`config.mk`:
```
export PLATFORM = sky130hd
export DESIGN_NAME = txf_framer
export DESIGN_NICKNAME = d
export VERILOG_FILES = /design/src/rtl/txf_pkg.sv /design/src/rtl/txf_crc16.sv /design/src/rtl/txf_serializer.sv /design/src/rtl/txf_framer.sv
export SDC_FILE = /design/constraint.sdc
export NUM_CORES = 1
export LEC_CHECK = 0
export CORE_AREA = 2 2 72 126
export DETAILED_ROUTE_END_ITERATION = 16
export DIE_AREA = 0 0 74 128
export DONT_BUFFER_PORTS = 1
export SYNTH_ARGS = -nofsm -noshare
export SYNTH_HDL_FRONTEND = slang
export SYNTH_SLANG_ARGS = --single-unit
```
`constraint.sdc`:
```
create_clock -name clk -period 5.21 [get_ports clk]
set_input_delay 1.563 -clock clk [delete_from_list [all_inputs] [get_ports clk]]
set_output_delay 1.563 -clock clk [all_outputs]
set_load 0.02 [all_outputs]
```
`src/rtl/txf_pkg.sv`:
```
package txf_pkg;

    typedef enum logic [2:0] {
        PH_IDLE  = 3'd0,
        PH_PRE   = 3'd1,
        PH_SYNC  = 3'd2,
        PH_LEN   = 3'd3,
        PH_PAY   = 3'd4,
        PH_CRC   = 3'd5,
        PH_UFLOW = 3'd6
    } phase_e;

    localparam logic [1:0] LM_FIXED = 2'd0;
    localparam logic [1:0] LM_VAR   = 2'd1;
    localparam logic [1:0] LM_INF   = 2'd2;

    localparam int         BYTE_W   = 8;
    localparam logic [7:0] PRE_BYTE = 8'hAA;

    // one byte through an MSB-first, non-reflected CRC-16
    function automatic logic [15:0] crc16_step(input logic [15:0] crc_in,
                                               input logic [7:0]  din,
                                               input logic [15:0] poly);
        logic [15:0] c;
        c = crc_in;
        for (int i = 7; i >= 0; i--) begin
            if (c[15] ^ din[i]) c = {c[14:0], 1'b0} ^ poly;
            else                c = {c[14:0], 1'b0};
        end
        return c;
    endfunction

endpackage

```
`src/rtl/txf_crc16.sv`:
```
module txf_crc16 #(
    parameter logic [15:0] POLY = 16'h8005,
    parameter logic [15:0] INIT = 16'hFFFF
) (
    input  logic        clk,
    input  logic        rst_n,
    input  logic        clear,
    input  logic        upd,
    input  logic [7:0]  din,
    output logic [15:0] crc
);
    import txf_pkg::*;

    typedef struct packed {
        logic [15:0] crc;
    } crc_st_t;

    crc_st_t st_d, st_q;

    always_comb begin
        st_d = st_q;
        if (clear)    st_d.crc = INIT;
        else if (upd) st_d.crc = crc16_step(st_q.crc, din, POLY);
    end

    always_ff @(posedge clk or negedge rst_n) begin
        if (!rst_n) st_q <= '{crc: INIT};
        else        st_q <= st_d;
    end

    assign crc = st_q.crc;

    // a packet start never coincides with a FIFO byte entering the sum
    a_r8_no_clear_with_update: assert property (@(posedge clk) disable iff (!rst_n)
        !(clear && upd));

endmodule

```
`src/rtl/txf_serializer.sv`:
```
module txf_serializer #(
    parameter int W = 8
) (
    input  logic         clk,
    input  logic         rst_n,
    input  logic         load,
    input  logic [W-1:0] din,
    input  logic         run,
    output logic         sdo,
    output logic         last
);
    localparam int CNT_W = (W > 1) ? $clog2(W) : 1;

    typedef struct packed {
        logic [W-1:0]     sh;
        logic [CNT_W-1:0] cnt;
    } ser_st_t;

    ser_st_t st_d, st_q;

    always_comb begin
        st_d = st_q;
        if (load) begin
            st_d.sh  = din;
            st_d.cnt = '0;
        end else if (run) begin
            st_d.sh  = {st_q.sh[W-2:0], 1'b0};
            st_d.cnt = st_q.cnt + 1'b1;
        end
    end

    always_ff @(posedge clk or negedge rst_n) begin
        if (!rst_n) st_q <= '0;
        else        st_q <= st_d;
    end

    assign sdo  = st_q.sh[W-1];
    assign last = (st_q.cnt == CNT_W'(W - 1));

    // while running, a new byte is only taken after the last bit of the current one
    a_r11_load_on_boundary: assert property (@(posedge clk) disable iff (!rst_n)
        (load && run) |-> last);

endmodule

```
`src/rtl/txf_framer.sv`:
```
module txf_framer #(
    parameter int          PRE_W    = 4,
    parameter int          LEN_W    = 8,
    parameter logic [15:0] CRC_POLY = 16'h8005,
    parameter logic [15:0] CRC_INIT = 16'hFFFF
) (
    input  logic             clk,
    input  logic             rst_n,
    input  logic             tx_en,
    input  logic             flush,
    input  logic             fifo_empty,
    input  logic [7:0]       fifo_data,
    output logic             fifo_rd,
    input  logic [PRE_W-1:0] cfg_pre_bytes,
    input  logic [15:0]      cfg_sync,
    input  logic             cfg_sync_dbl,
    input  logic [1:0]       cfg_len_mode,
    input  logic [LEN_W-1:0] cfg_pkt_len,
    input  logic             cfg_crc_en,
    output logic             bit_out,
    output logic             bit_vld,
    output logic             sync_sent,
    output logic             pkt_done,
    output logic             underflow
);
    import txf_pkg::*;

    typedef struct packed {
        phase_e             phase;
        logic [PRE_W-1:0]   pre_cnt;
        logic [1:0]         sync_idx;
        logic [LEN_W-1:0]   pay_cnt;
        logic [LEN_W-1:0]   vlen;
        logic               crc_idx;
    } fr_st_t;

    fr_st_t st_d, st_q;

    logic              ld, pop, crc_clr, done_now, sync_now, take, fin;
    logic [BYTE_W-1:0] ld_byte;
    logic              boundary, ser_last, ser_bit, active;
    logic [1:0]        sync_last;
    logic              pay_end;
    logic [15:0]       crc_val;

    assign active = (st_q.phase == PH_PRE)  || (st_q.phase == PH_SYNC) ||
                    (st_q.phase == PH_LEN)  || (st_q.phase == PH_PAY)  ||
                    (st_q.phase == PH_CRC);
    assign boundary  = active && ser_last;
    assign sync_last = cfg_sync_dbl ? 2'd3 : 2'd1;
    assign pay_end   = ((cfg_len_mode == LM_FIXED) && (st_q.pay_cnt == cfg_pkt_len)) ||
                       ((cfg_len_mode == LM_VAR)   && (st_q.pay_cnt == st_q.vlen));

    always_comb begin
        st_d     = st_q;
        ld       = 1'b0;
        ld_byte  = PRE_BYTE;
        pop      = 1'b0;
        crc_clr  = 1'b0;
        done_now = 1'b0;
        sync_now = 1'b0;
        take     = 1'b0;
        fin      = 1'b0;

        case (st_q.phase)
            PH_IDLE: begin
                if (tx_en) begin
                    ld            = 1'b1;
                    crc_clr       = 1'b1;
                    st_d.phase    = PH_PRE;
                    st_d.pre_cnt  = PRE_W'(1);
                    st_d.sync_idx = '0;
                    st_d.pay_cnt  = '0;
                    st_d.vlen     = '0;
                    st_d.crc_idx  = 1'b0;
                end
            end
            PH_PRE: begin
                if (boundary) begin
                    ld = 1'b1;
                    if (st_q.pre_cnt < cfg_pre_bytes) begin
                        st_d.pre_cnt = st_q.pre_cnt + 1'b1;
                    end else if (!fifo_empty) begin
                        ld_byte       = cfg_sync[15:8];
                        st_d.phase    = PH_SYNC;
                        st_d.sync_idx = '0;
                    end
                end
            end
            PH_SYNC: begin
                if (boundary) begin
                    if (st_q.sync_idx != sync_last) begin
                        st_d.sync_idx = st_q.sync_idx + 1'b1;
                        ld            = 1'b1;
                        ld_byte       = st_d.sync_idx[0] ? cfg_sync[7:0] : cfg_sync[15:8];
                    end else begin
                        sync_now = 1'b1;
                        take     = 1'b1;
                    end
                end
            end
            PH_LEN: begin
                if (boundary) begin
                    if (st_q.vlen == '0) fin  = 1'b1;
                    else                 take = 1'b1;
                end
            end
            PH_PAY: begin
                if (boundary) begin
                    if (pay_end) fin  = 1'b1;
                    else         take = 1'b1;
                end
            end
            PH_CRC: begin
                if (boundary) begin
                    if (!st_q.crc_idx) begin
                        ld           = 1'b1;
                        ld_byte      = crc_val[7:0];
                        st_d.crc_idx = 1'b1;
                    end else begin
                        st_d.phase = PH_IDLE;
                        done_now   = 1'b1;
                    end
                end
            end
            default: ;
        endcase

        // next byte must come from the FIFO
        if (take) begin
            if (fifo_empty) begin
                st_d.phase = PH_UFLOW;
            end else begin
                pop     = 1'b1;
                ld      = 1'b1;
                ld_byte = fifo_data;
                if ((st_q.phase == PH_SYNC) && (cfg_len_mode == LM_VAR)) begin
                    st_d.phase = PH_LEN;
                    st_d.vlen  = LEN_W'(fifo_data);
                end else begin
                    st_d.phase   = PH_PAY;
                    st_d.pay_cnt = st_q.pay_cnt + 1'b1;
                end
            end
        end

        // payload complete: checksum or end of packet
        if (fin) begin
            if (cfg_crc_en) begin
                ld           = 1'b1;
                ld_byte      = crc_val[15:8];
                st_d.phase   = PH_CRC;
                st_d.crc_idx = 1'b0;
            end else begin
                st_d.phase = PH_IDLE;
                done_now   = 1'b1;
            end
        end

        if (flush) begin
            st_d.phase = PH_IDLE;
            ld         = 1'b0;
            pop        = 1'b0;
            crc_clr    = 1'b0;
            done_now   = 1'b0;
            sync_now   = 1'b0;
        end
    end

    always_ff @(posedge clk or negedge rst_n) begin
        if (!rst_n) begin
            st_q       <= '0;
            st_q.phase <= PH_IDLE;
        end else begin
            st_q <= st_d;
        end
    end

    txf_serializer #(.W(BYTE_W)) u_ser (
        .clk  (clk),
        .rst_n(rst_n),
        .load (ld),
        .din  (ld_byte),
        .run  (active),
        .sdo  (ser_bit),
        .last (ser_last)
    );

    txf_crc16 #(.POLY(CRC_POLY), .INIT(CRC_INIT)) u_crc (
        .clk  (clk),
        .rst_n(rst_n),
        .clear(crc_clr),
        .upd  (pop),
        .din  (fifo_data),
        .crc  (crc_val)
    );

    assign bit_out   = active & ser_bit;
    assign bit_vld   = active;
    assign fifo_rd   = pop;
    assign sync_sent = sync_now;
    assign pkt_done  = done_now;
    assign underflow = (st_q.phase == PH_UFLOW);

    // underflow holds until a flush
    a_r10_uflow_sticky: assert property (@(posedge clk) disable iff (!rst_n)
        (underflow && !flush) |=> underflow);
    // nothing is read while stalled
    a_r10_no_read_in_uflow: assert property (@(posedge clk) disable iff (!rst_n)
        underflow |-> !fifo_rd);
    // reads only hit a FIFO that holds data
    a_r12_read_has_data: assert property (@(posedge clk) disable iff (!rst_n)
        fifo_rd |-> !fifo_empty);
    // the stream stops right after the final bit
    a_r9_idle_after_done: assert property (@(posedge clk) disable iff (!rst_n)
        (pkt_done && !flush) |=> !bit_vld);
    // no gap inside a packet except at an underflow
    a_r11_no_gap: assert property (@(posedge clk) disable iff (!rst_n)
        (bit_vld && !pkt_done && !flush) |=> (bit_vld || underflow));
    // sync_sent is a single-cycle pulse
    a_r4_sync_pulse_once: assert property (@(posedge clk) disable iff (!rst_n)
        sync_sent |=> !sync_sent);
    // checksum bytes never pull from the FIFO
    a_r8_crc_no_read: assert property (@(posedge clk) disable iff (!rst_n)
        (st_q.phase == PH_CRC) |-> !fifo_rd);

endmodule

```
After elaboration in Yosys (flattened, before gate mapping)

Cells that the tools add are included.

Bits of input ports: 45
Logic and storage cells: 181
Latch bits: 0
RAM bits: 0
Flip-flop bits (word level): 53
Output and inout bits: 6
ROM bits: 0
Memories kept: 0

$add $sub $neg: 4
Muxes and demuxes: 106
Magnitude comparators: 1
Bitwise logic cells: 17
Equality and inequality tests: 24
Reductions and logical operators: 20
Multiply operators: 0
Shift operators: 0
Div/mod/pow operators: 0

Operators with widths:

| kind                                           | count |
|---|---|
| two-way mux 16 bit                             | 27 |
| two-way mux 8 bit                              | 14 |
| two-way mux 1 bit                              | 37 |
| two-way mux 3 bit                              | 10 |
| inequality test 5 bit (second input constant)  | 6 |
| two-way mux 26 bit                             | 1 |
| NOT 3 bit                                      | 8 |
| case mux 8 bit (3 select lines)                | 1 |
| two-way mux 11 bit                             | 2 |
| == test 8 bit                                  | 2 |
| AND reduction 7 bit                            | 2 |
| == test 3 bit (second input constant)          | 4 |
| two-way mux 2 bit                              | 5 |
| inequality test 2 bit (second input constant)  | 5 |
| two-way mux 9 bit                              | 1 |
| case mux 3 bit (3 select lines)                | 1 |
| adder 8 x 1 -> 8 bit (second input constant)   | 1 |
| zero test 8 bit                                | 1 |
| case mux 4 bit (2 select lines)                | 1 |
| XOR 1 bit                                      | 8 |
| == test 3 x 2 -> 1 bit (second input constant) | 2 |
| case mux 2 bit (3 select lines)                | 1 |
| nonzero test 2 bit                             | 3 |
| nonzero test 6 bit                             | 1 |
| other kinds (19)                               | 28 |

Longest topological paths before layout

Depth in word-level cells: 40
Depth in mapped cells: 13
Gate-level depth less buffers: 10

Modules after synthesis

From an unflattened synthesis, not the netlist that was laid out.

Cell total of the unflattened synthesis: 402
Area total of the unflattened synthesis: 3707.3 um^2

By module, submodules not included:

| module         | sequential area each (um^2) | cells each | times used | area each (um^2) |
|---|---|---|---|---|
| txf_framer     | 650.6                       | 272        | 1          | 2288.4 |
| txf_crc16      | 420.4                       | 85         | 1          | 910.9 |
| txf_serializer | 275.3                       | 45         | 1          | 508.0 |

Worst setup path before layout

Ideal clock, no wire load.

Kind: input-to-output
From: input cfg_len_mode[1]
To: output fifo_rd
Data arrival time: 3.072 ns
Setup slack: 0.575 ns
Stages: 7
Cell sequence: nand2b_1 or4_4 a32oi_4 or2_1 buf_4 inv_2 buf_2

Longest elaborated chain between the ends: 8
Elaborated cells between the ends (all ways): 10

RTL lines:

| element                                                   | line                               | source |
|---|---|---|
| from (decl)                                               | txf_framer.sv:17                   | `input logic [1:0] cfg_len_mode,` |
| == test 2 x 1 -> 1 bit or zero test 2 bit (tied branches) | txf_framer.sv:52, txf_framer.sv:51 |  |
| logical AND 1 bit, on equally long branches               | txf_framer.sv:52, txf_framer.sv:51 |  |
| logical OR 1 bit (*)                                      | txf_framer.sv:51                   | `assign pay_end = ((cfg_len_mode == LM_FIXED) && (st_q.pay_cnt == cfg_pkt_len)) \|\|` |
| two-way mux 1 bit (*)                                     | txf_framer.sv:110                  | `if (pay_end) fin = 1'b1;` |
| two-way mux 1 bit (*)                                     | txf_framer.sv:109                  | `if (boundary) begin` |
| case mux 1 bit (3 select lines) (*)                       | txf_framer.sv:65                   | `case (st_q.phase)` |
| two-way mux 1 bit (*)                                     | txf_framer.sv:130                  | `if (take) begin` |
| two-way mux 1 bit (*)                                     | txf_framer.sv:160                  | `if (flush) begin` |
| to (decl)                                                 | txf_framer.sv:13                   | `output logic fifo_rd,` |

Mark *: on every way between the ends. The rest lies on a longest branch, timed or not.

Worst setup path in the final report

From: input cfg_len_mode[1]
To: output pkt_done

Longest elaborated chain between the ends: 8
Elaborated cells between the ends (all ways): 10

RTL lines:

| element                                                   | line                               | source |
|---|---|---|
| == test 2 x 1 -> 1 bit or zero test 2 bit (tied branches) | txf_framer.sv:52, txf_framer.sv:51 |  |
| logical AND 1 bit, on equally long branches               | txf_framer.sv:52, txf_framer.sv:51 |  |
| logical OR 1 bit (*)                                      | txf_framer.sv:51                   |  |
| two-way mux 1 bit (*)                                     | txf_framer.sv:110                  |  |
| two-way mux 1 bit (*)                                     | txf_framer.sv:109                  |  |
| case mux 1 bit (2 select lines) (*)                       | txf_framer.sv:65                   |  |
| two-way mux 1 bit (*)                                     | txf_framer.sv:148                  | `if (fin) begin` |
| two-way mux 1 bit (*)                                     | txf_framer.sv:160                  |  |
| to (decl)                                                 | txf_framer.sv:23                   | `output logic pkt_done,` |

Marks and branches as above.

==> results.sh <==
export IMPL_synth_area_mm2=0.003623
export IMPL_hold_viol=0
export IMPL_path_cells="nand2b_1 -> or4_4 -> a21oi_2 -> o21bai_1 -> a21oi_1"
export IMPL_cts_resized=0
export IMPL_leakage_nw=1.613
export IMPL_critPathTopFamily="compound AO/OA/AOI/OAI gates"
export IMPL_yosysSeqAreaShare_pct=37.15
export IMPL_synth_area_top_cells="dfrtp_1 26%, dfstp_2 12%, mux2i_1 7.5%"
export IMPL_crit_type="primary input to output pin"
export IMPL_cp_end_kind="output pin"
export IMPL_postCtsHoldBufs=0
export IMPL_path_buf_inv=0
export IMPL_rsz0062_at_grt="false"
export IMPL_clock_skew_ns=0.007177
export IMPL_critPathRequiredTime_ns=3.65
export IMPL_crit_path_top_delay_cell="or4_4"
export IMPL_die_area_mm2=0.009472
export IMPL_placed_area_mm2=0.003664
export IMPL_place_gp_congestion=0.8690
export IMPL_max_stage_delay_ns=0.59
export IMPL_cp_max_fo=4
export IMPL_worstSkewPairLatency_ns=0.30
export IMPL_avgSynthCellArea_um2=9.315
export IMPL_synthFlopType="dfrtp_1"
export IMPL_htreeDepth=2
export IMPL_fmax_mhz=213.7
export IMPL_antenna_found_initial=0
export IMPL_postRouteAntennaNets=0
export IMPL_status="finished clean"
export IMPL_rows=45
export IMPL_drive_gt1_share_pct=13.68
export IMPL_synth_nets=441
export IMPL_startpoint="cfg_len_mode[1]"
export IMPL_grt_first_pass_wirelength_mm=14.83
export IMPL_diodes=0
export IMPL_fin_setup_tns_ns=0
export IMPL_power_density_mw_per_mm2=289.9
export IMPL_clock_sinks=53
export IMPL_firstDrtPassIters=4
export IMPL_drv_cap=0
export IMPL_synth_common_cells="41 x nand2_1, 37 x dfrtp_1, 29 x xnor2_1, 27 x mux2i_1, 26 x nor2_1"
export IMPL_yosys_area_top_type="dfrtp_1"
export IMPL_portBuffers=0
export IMPL_syn2layout_area_growth_pct=5.559
export IMPL_setup_viol=0
export IMPL_tightest_slew_ns=1.049
export IMPL_grt_max_degree=54
export IMPL_yosysMostFrequentCell="nand2_1"
export IMPL_viasPerCell=5.827
export IMPL_cp_arrival_ns=3.12
export IMPL_drt_initial_drc_count=181
export IMPL_grt_remaining_overflow=0
export IMPL_relSlewSlack_pct=29.81
export IMPL_nNetsFinal=431
export IMPL_syn_instance_count=389
export IMPL_ys_ff_latch=53
export IMPL_fp_dieH_um=128
export IMPL_routed_wl_mm=9.237
export IMPL_irDropWorstVdd_mv=0.1825
export IMPL_finalMaxSlewViolations=0
export IMPL_critPathLaunchType="primary input"
export IMPL_synth_edff_count=0
export IMPL_ioPinCount=51
export IMPL_root_buffer="clkbuf_16"
export IMPL_numCtsBuffers=5
export IMPL_post_route_min_period_ns=4.679
export IMPL_yosys_warnings=0
export IMPL_ys_async_sr_fraction_pct=100.0
export IMPL_fin_crit_sh_pct=89.81
export IMPL_dp_hpwl_mm=7.122
export IMPL_clk_pin_slew_ns=0.07
export IMPL_yosys_area_top_type_share_pct=25.55
export IMPL_start_util_pct=42.62
export IMPL_route_detailed_drc=0
export IMPL_cts_tree="built"
export IMPL_r2r_start="u_ser.st_q[0]"
export IMPL_synth_cell_types=68
export IMPL_design_area_mm2=0.003825
export IMPL_clockBufferDepth=2
export IMPL_finalPower_mw=1.109
export IMPL_routedWlPerCell_um=18.59
export IMPL_grt_pass1_vias=2948
export IMPL_hold_class="flop to flop"
export IMPL_grtUsageTotal_pct=20.64
export IMPL_core_mm2=0.008502
export IMPL_num_vias=2896
export IMPL_min_from="u_crc.crc[6]"
export IMPL_cts_setup_buffers=0
export IMPL_die_w_um=74
==> cells by family after synthesis <==
logic type,Yosys count,synth area share (%)
xor+xnor,45,11.08
flops,53,37.15
mux,33,9.323
compound gates,90,17.58
fa+ha+maj,7,2.417
buf+inv,33,4.903
simple gates,128,17.54
==> final cells by class <==
type	count	area [µm²]
fill	867	4677
multi-input combinational	303	2100
sequential	53	1346
clock buffer	7	152.6
tap	117	146.4
inverter	13	48.80
timing repair buffer	3	22.52
clock inverter	1	8.758
==> per-layer routing <==
layer	share of wire (%)	routed length, µm	global-route usage, %
met5	0	0	0
met4	6.2	574	13.90
met3	7.2	664	5.503
met2	50	4612	33.56
met1	37	3385	22.89
==> tightest hold or removal path, delay by kind of cell (launching register included) <==
family,cells,cell delay [ns]
AO/OA/AOI/OAI,1,0.05
AND/OR/NAND/NOR,1,0.05
flip-flops,1,0.38
==> where the power goes <==
| group | internal (mW) | switching [mW] | total [mW] |
|---|---|---|---|
| Sequential | 0.459 | 0.0473 | 0.506 |
| Combinational | 0.111 | 0.131 | 0.243 |
| Clock | 0.206 | 0.153 | 0.360 |
==> registers in the layout (all words and copies together), names as in the netlist <==
name / cells
st_q: 26
u_crc.crc: 16
u_ser.sdo: 1
u_ser.st_q: 10
==> path summary, 6_finish.rpt <==
path | end | slack, ns | cells past startpoint
worst max-delay path | pkt_done | 0.53 | 5
worst min-delay path | u_crc.crc[14] | 0.48 | 2
worst max register to register | st_q[23] | 2.18 | 10
worst min register to register | u_crc.crc[14] | 0.48 | 2
max in group asynchronous | u_crc.crc[12] | 4.04 | 0
min in group asynchronous | st_q[13] | 0.96 | 0
==> per-stage QoR <==
step	setup WS [ns]	hold WS [ns]	util [%]	instances
after floorplan	0.5752	0.4510	-	389
after global placement	0.5445	0.4646	43.09	489
after detailed placement	0.5289	0.4672	43.09	489
after CTS	0.5279	0.4775	44.99	497
after global routing	0.3897	0.5035	44.99	497
final	0.5308	0.4760	44.99	497
==> cell usage in the layout, fill, tap and decap left out, types with 4 or more instances in the layout <==
master / instances
nor4_1: 4
nor2_1: 26
ha_1: 7
a22oi_1: 6
mux2i_1: 27
a21oi_1: 20
inv_1: 10
xor2_1: 15
o21ai_0: 16
nand2b_1: 4
nor3_1: 15
xnor2_1: 29
nand2_1: 41
dfrtp_1: 37
and3_1: 5
nand3_1: 11
and2_1: 4
mux2_2: 4
o22ai_1: 4
o21ai_1: 6
clkbuf_16: 5
dfstp_2: 16
Note: power is estimated with default switching activity, not from simulation.
